[src/rtl/cal_seq_pkg.sv]
package cal_seq_pkg;
    typedef enum logic [2:0] {
        ST_PWR_WAIT  = 3'd0,
        ST_SEEK_LOW  = 3'd1,
        ST_SEEK_HIGH = 3'd2,
        ST_LAUNCH    = 3'd3,
        ST_CALIB     = 3'd4
    } cal_state_e;
endpackage

[src/rtl/cal_req_sync.sv]
module cal_req_sync #(
    parameter int STAGES = 2
) (
    input  logic clk,
    input  logic arst_n,
    input  logic d,
    output logic q
);
    logic [STAGES-1:0] chain;

    generate
        for (genvar i = 0; i < STAGES; i++) begin : g_stage
            if (i == 0) begin : g_first
                always_ff @(posedge clk or negedge arst_n) begin
                    if (!arst_n) chain[0] <= 1'b0;
                    else         chain[0] <= d;
                end
            end else begin : g_next
                always_ff @(posedge clk or negedge arst_n) begin
                    if (!arst_n) chain[i] <= 1'b0;
                    else         chain[i] <= chain[i-1];
                end
            end
        end
    endgenerate

    assign q = chain[STAGES-1];
endmodule

[src/rtl/cal_dly_pick.sv]
module cal_dly_pick #(
    parameter int SHORT_DLY = 40,
    parameter int LONG_DLY  = 90,
    parameter int CW        = 8
) (
    input  logic          sel,
    output logic [CW-1:0] limit
);
    localparam logic [CW-1:0] SHORT_V = CW'(SHORT_DLY);
    localparam logic [CW-1:0] LONG_V  = CW'(LONG_DLY);

    always_comb begin
        limit = sel ? LONG_V : SHORT_V;
    end
endmodule

[src/rtl/cal_seq_fsm.sv]
module cal_seq_fsm
    import cal_seq_pkg::*;
#(
    parameter int RUN_LEN = 10,
    parameter int CAL_LEN = 24,
    parameter int CW      = 8
) (
    input  logic          clk,
    input  logic          arst_n,
    input  logic          req_s,
    input  logic [CW-1:0] pwr_limit,
    input  logic          cal_done,
    output logic          cal_start,
    output logic          cal_busy
);
    localparam logic [CW-1:0] ONE    = CW'(1);
    localparam logic [CW-1:0] RUN_K  = CW'(RUN_LEN);
    localparam logic [CW-1:0] RUN_M1 = CW'(RUN_LEN - 1);
    localparam logic [CW-1:0] CAL_M1 = CW'(CAL_LEN - 1);

    cal_state_e    state, state_nxt;
    logic [CW-1:0] cnt, cnt_nxt;

    // state register
    always_ff @(posedge clk or negedge arst_n) begin
        if (!arst_n) begin
            state <= ST_PWR_WAIT;
            cnt   <= '0;
        end else begin
            state <= state_nxt;
            cnt   <= cnt_nxt;
        end
    end

    // transitions
    always_comb begin
        state_nxt = state;
        cnt_nxt   = cnt;
        unique case (state)
            ST_PWR_WAIT: begin
                if (req_s) begin
                    state_nxt = ST_SEEK_LOW;
                    cnt_nxt   = '0;
                end else if (cnt == pwr_limit - ONE) begin
                    state_nxt = ST_LAUNCH;
                    cnt_nxt   = '0;
                end else begin
                    cnt_nxt = cnt + ONE;
                end
            end
            ST_SEEK_LOW: begin
                if (!req_s) begin
                    if (cnt != RUN_K) cnt_nxt = cnt + ONE;
                end else if (cnt == RUN_K) begin
                    state_nxt = ST_SEEK_HIGH;
                    cnt_nxt   = ONE;
                end else begin
                    cnt_nxt = '0;
                end
            end
            ST_SEEK_HIGH: begin
                if (!req_s) begin
                    state_nxt = ST_SEEK_LOW;
                    cnt_nxt   = ONE;
                end else if (cnt == RUN_M1) begin
                    state_nxt = ST_LAUNCH;
                    cnt_nxt   = '0;
                end else begin
                    cnt_nxt = cnt + ONE;
                end
            end
            ST_LAUNCH: begin
                state_nxt = ST_CALIB;
                cnt_nxt   = ONE;
            end
            ST_CALIB: begin
                if (cal_done || cnt == CAL_M1) begin
                    state_nxt = ST_SEEK_LOW;
                    cnt_nxt   = '0;
                end else begin
                    cnt_nxt = cnt + ONE;
                end
            end
            default: begin
                state_nxt = ST_PWR_WAIT;
                cnt_nxt   = '0;
            end
        endcase
    end

    // outputs
    always_comb begin
        cal_start = (state == ST_LAUNCH);
        cal_busy  = (state == ST_LAUNCH) || (state == ST_CALIB);
    end
endmodule

[src/rtl/cal_trigger_seq.sv]
module cal_trigger_seq #(
    parameter int PWR_DLY_SHORT = 40,
    parameter int PWR_DLY_LONG  = 90,
    parameter int RUN_LEN       = 10,
    parameter int CAL_LEN       = 24,
    parameter int SYNC_STAGES   = 2
) (
    input  logic clk,
    input  logic arst_n,
    input  logic cal_req,
    input  logic dly_sel,
    input  logic cal_done,
    output logic cal_start,
    output logic cal_busy
);
    localparam int MAX_A = (PWR_DLY_SHORT > PWR_DLY_LONG) ? PWR_DLY_SHORT : PWR_DLY_LONG;
    localparam int MAX_B = (RUN_LEN > CAL_LEN) ? RUN_LEN : CAL_LEN;
    localparam int MAX_V = (MAX_A > MAX_B) ? MAX_A : MAX_B;
    localparam int CW    = $clog2(MAX_V + 1);

    logic          req_s;
    logic [CW-1:0] pwr_limit;

    cal_req_sync #(.STAGES(SYNC_STAGES)) u_sync (
        .clk    (clk),
        .arst_n (arst_n),
        .d      (cal_req),
        .q      (req_s)
    );

    cal_dly_pick #(
        .SHORT_DLY (PWR_DLY_SHORT),
        .LONG_DLY  (PWR_DLY_LONG),
        .CW        (CW)
    ) u_dly (
        .sel   (dly_sel),
        .limit (pwr_limit)
    );

    cal_seq_fsm #(
        .RUN_LEN (RUN_LEN),
        .CAL_LEN (CAL_LEN),
        .CW      (CW)
    ) u_fsm (
        .clk       (clk),
        .arst_n    (arst_n),
        .req_s     (req_s),
        .pwr_limit (pwr_limit),
        .cal_done  (cal_done),
        .cal_start (cal_start),
        .cal_busy  (cal_busy)
    );
endmodule

[config.mk]
export PLATFORM = sky130hd
export DESIGN_NAME = cal_trigger_seq
export DESIGN_NICKNAME = d
export VERILOG_FILES = /design/src/rtl/cal_seq_pkg.sv /design/src/rtl/cal_req_sync.sv /design/src/rtl/cal_dly_pick.sv /design/src/rtl/cal_seq_fsm.sv /design/src/rtl/cal_trigger_seq.sv
export SDC_FILE = /design/constraint.sdc
export NUM_CORES = 1
export LEC_CHECK = 0
export BUFFER_PORTS_ARGS = -buffer_cell sky130_fd_sc_hd__buf_2
export CAP_MARGIN = 20
export CORE_MARGIN = 4
export CORE_UTILIZATION = 51
export DETAILED_ROUTE_END_ITERATION = 10
export PLACE_DENSITY = 0.73
export SLEW_MARGIN = 0
export SYNTH_ARGS = -nofsm -noshare
export SYNTH_HDL_FRONTEND = slang
export SYNTH_SLANG_ARGS = --single-unit
[constraint.sdc]
create_clock -name clk -period 1.75 [get_ports clk]
set_input_delay 0.35 -clock clk [delete_from_list [all_inputs] [get_ports clk]]
set_output_delay 0.35 -clock clk [all_outputs]
set_load 0.01 [all_outputs]
## Word level (Yosys, flattened, before mapping)

Index checks and enable logic that the tools add are counted.

| storage, ports and cells | value |
|---|---|
| register bits after elaboration | 12 |
| input bits | 5 |
| output and inout port bits | 2 |

| operators by class | value |
|---|---|
| mux-type cells | 18 |
| equality and inequality tests | 15 |
| $add $sub $neg | 2 |
| reduce and logical (&&, ||, !) cells | 4 |

Operators by type and width:

| cell | number |
|---|---|
| 7-bit 2-to-1 mux | 8 |
| 7-bit one-hot mux with 5 select lines | 1 |
| 3-bit 2-to-1 mux | 7 |
| 3-bit one-hot mux with 5 select lines | 1 |
| 7-bit by 4-bit == test with 1-bit output, second input constant | 2 |
| 3-bit by 2-bit != test with 1-bit output, second input constant | 3 |
| 7-bit by 1-bit adder with 7-bit output, second input constant | 1 |
| 7-bit by 5-bit == test with 1-bit output, second input constant | 1 |
| 7-bit == test | 1 |
| 7-bit by 4-bit != test with 1-bit output, second input constant | 1 |
| 7-bit by 1-bit subtractor with 7-bit output, second input constant | 1 |
| 3-bit by 2-bit == test with 1-bit output, second input constant | 2 |
| 5-bit AND reduction | 1 |
| 2-bit by 1-bit != test with 1-bit output, second input constant | 2 |
| 3-bit by 1-bit == test with 1-bit output, second input constant | 1 |
| 3-bit == test, second input constant | 1 |
| 3-bit logical NOT | 1 |
| 1-bit logical OR | 2 |
| 2-bit != test, second input constant | 1 |
| 1-bit 2-to-1 mux | 1 |

## Depth between registers and ports, before layout

| logic depth | value |
|---|---|
| word-level depth | 6 |
| mapped depth | 6 |

## Hierarchy

Synthesis repeated with hierarchy kept, for this count alone.

| unflattened totals | value |
|---|---|
| cell total of the unflattened synthesis | 118 |
| area, all modules | 968.4 µm² |

Modules (own cells, without submodules):

| module | cells an instance | instances | area an instance (µm²) |
|---|---|---|---|
| cal_seq_fsm | 107 | 1 | 862.1 |
| cal_dly_pick | 9 | 1 | 56.3 |
| cal_req_sync | 2 | 1 | 50.0 |

## Least setup slack after synthesis

Ideal clock, no wire load.

| timing | value |
|---|---|
| kind | reg-to-reg |
| start | reg u_fsm.state[2] |
| end | reg u_fsm.state[0] |
| data required time | 1,619 ps |
| slack | 32 ps |
| stages on the path, launching flop included | 6 |
| clock period less this slack | 1,718 ps |
| data arrival time | 1,586 ps |
| path through | dfrtp_1 > or4_1 > a21oi_2 > o2bb2ai_2 > a2111oi_1 > or3_1 |

| between the ends | value |
|---|---|
| cells in the longest elaborated chain, start to end | 3 |
| elaborated cells on any way between the ends | 12 |
| classes of those cells | 9 x eq/ne; 1 x mux; 2 x reduce/logical |

Ends and longest elaborated chain:

| what | RTL line | RTL |
|---|---|---|
| start: declaration | cal_seq_fsm.sv:21 | `cal_state_e state, state_nxt;` |
| start signal: assignment | cal_seq_fsm.sv:30 | `state <= state_nxt;` |
| 3-bit by 2-bit == test with 1-bit output, or another cell as far along | cal_seq_fsm.sv:39 | `unique case (state)` |
| 3-bit by 2-bit != test with 1-bit output (no source line), or another cell as far along | n/a |  |
| 5-bit AND reduction (no source line) | n/a |  |

Several ways; a longest one is shown, not always the timed one.
A chain may end at the register's enable or synchronous reset.

## Worst setup path after layout

Ends and elaborated chain as after synthesis.

==> impl_metrics.yaml <==
cells_and_area:
  layout-area-overhead-vs-synth_pct: 21.90
  antenna_cells_inserted: 0
  num-nets-final: 113
  finish.utilization_pct: 69.50
  stdcell_count: 119
  fillers: 111
  final_layout_size_suffix_gt1_share_pct: 32.69
timing:
  finalSetupTns_ns: 0
  rsz0062_at_grt: "yes"
  tightestPinTransition_ns: 0.3013
  holdWs_ns: 0.1817
  fin_ws_ns: 0.04943
  final_hold_viol_count: 0
  final_period_minus_worst_setup_slack_ns: 1.701
  finClkSkew_ns: 0.001905
  relSlewSlack_pct: 79.76
  fmax_ghz: 0.5880
  finalCritPeriodShare_pct: 97.18
  report.final.slew_viol_count: 0
  setup_violations: 0
yosys:
  netlist-cell-type-count: 35
  synth-warning-count: 0
  post_synthesis_register_bit_count: 12
  asyncSetResetFlopFracSynth_pct: 100.0
  cells_after_synth: 85
  synthesis.area_per_instance_um2: 9.274
  ys_seq_area_share_pct: 38.10
  mappedNetlistArea_um2: 788.3
  post_synth_edffs: 0
  synthesis.nets: 93
  ys.flop_type: "sky130_fd_sc_hd__dfrtp_1"
pwr:
  switching_share_pct: 24.68
  intPower_w: 0.0004654
  ir_worst_vdd_mv: 0.4549
  net-switching-power_w: 0.0001524
  power.density_cell_area_nw_per_um2: 642.9
  clockPowerShare_pct: 34.6
  p_seq_share_pct: 48.9
  leakagePower_nw: 0.4661
  proportion_of_power_drawn_by_combinational_gates_pct: 16.4
routing:
  ant_nets: 0
  detail_routed_via_count_per_cell: 6.000
  num_vias: 714
  routed_wire_length_per_instance_um: 15.44
  drt_iter0_drc: 51
  finalWirelength_um: 1837
  first_pass_iters: 5
  drc_errors: 0
die:
  initial_utilization_pct: 57.01
  design.die.area_um2: 2239
  row_count: 13
  core_um2: 1383
  die_h_um: 47.32
  io-pin-count: 7
  die-width_um: 47.32
job:
  max-cap-violations: 0
clocking:
  h-tree-depth: 1
  cts_buffers: 3
  clkSlewWorstSetupHoldPaths_ns: 0.07
  tritoncts: "done"
  clock_path_buffers: 2
  postCtsSetupBuffers: 0
  numClockSinks: 12
  clk-insertion-delay-late_ns: 0.27
  cts_root_buf: "sky130_fd_sc_hd__clkbuf_4"
global_route:
  initial_antenna_violation_count: 0
  grt.total_usage_pct: 19.18
  globalRouteOverflowTotal: 0
  first_global_vias: 693
  grt_first_pass_wirelength_um: 2980
  grt_max_degree: 14
worst_setup_path:
  endpoint_kind: "register"
  worst-path-max-fanout: 4
  worstPathArrival_ns: 1.85
  path_cells: "or4_4, a21oi_2, o2bb2ai_2, a2111oi_1, or3_1"
  ff2ff_path_depth: 5
  timing.setup.critical_path_class: "register to register"
  critical-path-slowest-cell: "sky130_fd_sc_hd__or4_4"
  worstSetupStartpointType: "register"
  delay_of_the_slowest_cell_on_the_worst_path_ns: 0.54
  worstPathRequired_ns: 1.90
placed_design:
  buffer_ports.inserted: 6
  global_placement_routability_congestion: 0.8558
  place_inst: 114
  dp_slack_ns: 0.03468
  detailed_place_hpwl_um: 1324
hold_path:
  worst_hold_path.num_cells: 1
  worstHoldPathType: "primary input to register"
status:
  status: "finished clean"
## worst paths after layout
path                                 start         endpoint  slack, ns
hold / removal                     cal_req  u_sync.chain[0]       0.18
setup / recovery            u_fsm.state[2]   u_fsm.state[0]       0.05
setup reg to reg            u_fsm.state[2]   u_fsm.state[0]       0.05
max in group asynchronous           arst_n     u_fsm.cnt[6]       1.04
hold reg to reg            u_sync.chain[0]         u_sync.q       0.37
min in group asynchronous           arst_n     u_fsm.cnt[3]       0.48
## state kept, by name, indices dropped and copies added, names as in the netlist
signal        count
u_fsm.state       3
u_sync.chain      1
u_fsm.cnt         7
u_sync.q          1
## critical path, delay by kind of cell, from the launching register on
family	cells	cell delay (ns)
simple gates	2	0.85
flops	1	0.38
compound gates	3	0.36
## power groups by stage
stage	Combinational, W	Sequential, W	Clock (W)
2_1_floorplan	0.0000517	0.000309	0
3_3_place_gp	0.0000910	0.000306	0
3_5_place_dp	0.0000922	0.000307	0
4_1_cts	0.0000948	0.000301	0.000222
5_1_grt	0.000111	0.000305	0.000238
6_report	0.000102	0.000302	0.000214
## layout make-up
class / instances / area [µm²] / share of cell area, %
inverter: 5 / 18.77 / 1.953
sequential: 12 / 301.5 / 31.38
timing repair buffer: 18 / 122.6 / 12.76
clock buffer: 4 / 36.28 / 3.776
multi-input combinational: 65 / 462.9 / 48.18
tap: 15 / 18.77 / 1.953
## metal layers
layer | share of wire (%) | GRT usage [%] | vias to the layer above
met4 | 0.60 | 4.420 | 0
met3 | 7.3 | 6.897 | 2
met5 | 0 | 0 | -
met1 | 41 | 22.92 | 340
met2 | 51 | 32.62 | 29
li1 | - | - | 343
## cell usage in the layout, fill, tap and decap left out, drive strengths merged, types with 2 or more instances in the layout
master   instances
nor2            13
buf             17
inv              5
dfrtp           12
nor3             2
nor3b            3
nand2            7
nand3            4
xor2             5
o21ai            3
a21oi            3
clkbuf           4
o2bb2ai          3
nand4            3
ha               3
## cells in the mapped netlist, types with 2 or more instances
cell                        count  share of area [%]
sky130_fd_sc_hd__dfrtp_1       12                 38
sky130_fd_sc_hd__ha_1           3                4.8
sky130_fd_sc_hd__nor3_1         2                1.3
sky130_fd_sc_hd__nor3b_1        2                1.9
sky130_fd_sc_hd__nand3_1        4                2.5
sky130_fd_sc_hd__nor2_1        13                6.2
sky130_fd_sc_hd__inv_1          5                2.4
sky130_fd_sc_hd__xor2_1         5                5.6
sky130_fd_sc_hd__nand4_1        3                2.4
sky130_fd_sc_hd__a21oi_1        2                1.3
sky130_fd_sc_hd__clkbuf_8       2                3.5
sky130_fd_sc_hd__o2bb2ai_1      2                2.2
sky130_fd_sc_hd__o21ai_0        2                1.3
sky130_fd_sc_hd__nand2_1        7                3.3
## metrics by stage
stage	cell area [µm²]	power [W]
2_1_floorplan	788.3	0.0003608
3_3_place_gp	884.6	0.0003969
3_5_place_dp	884.6	0.0003989
4_1_cts	930.9	0.0006182
5_1_grt	960.9	0.0006535
6_report	960.9	0.0006178
## logic make-up after synthesis
kind of cell | synth area share (%)
XOR/XNOR | 6.667
flip-flops | 38.10
adder cells (fa/ha/maj) | 4.762
buffers and inverters | 6.826
AND/OR/NAND/NOR | 26.03
AO/OA/AOI/OAI | 17.62
## timing repair
item / in CTS / in global routing
hold endpoints to repair: 12 / 0
hold buffers: 1 / 0
endpoints found under the setup margin: 0 / 5
gates resized for setup: 0 / 8
Power figures use the tool's default switching activity.
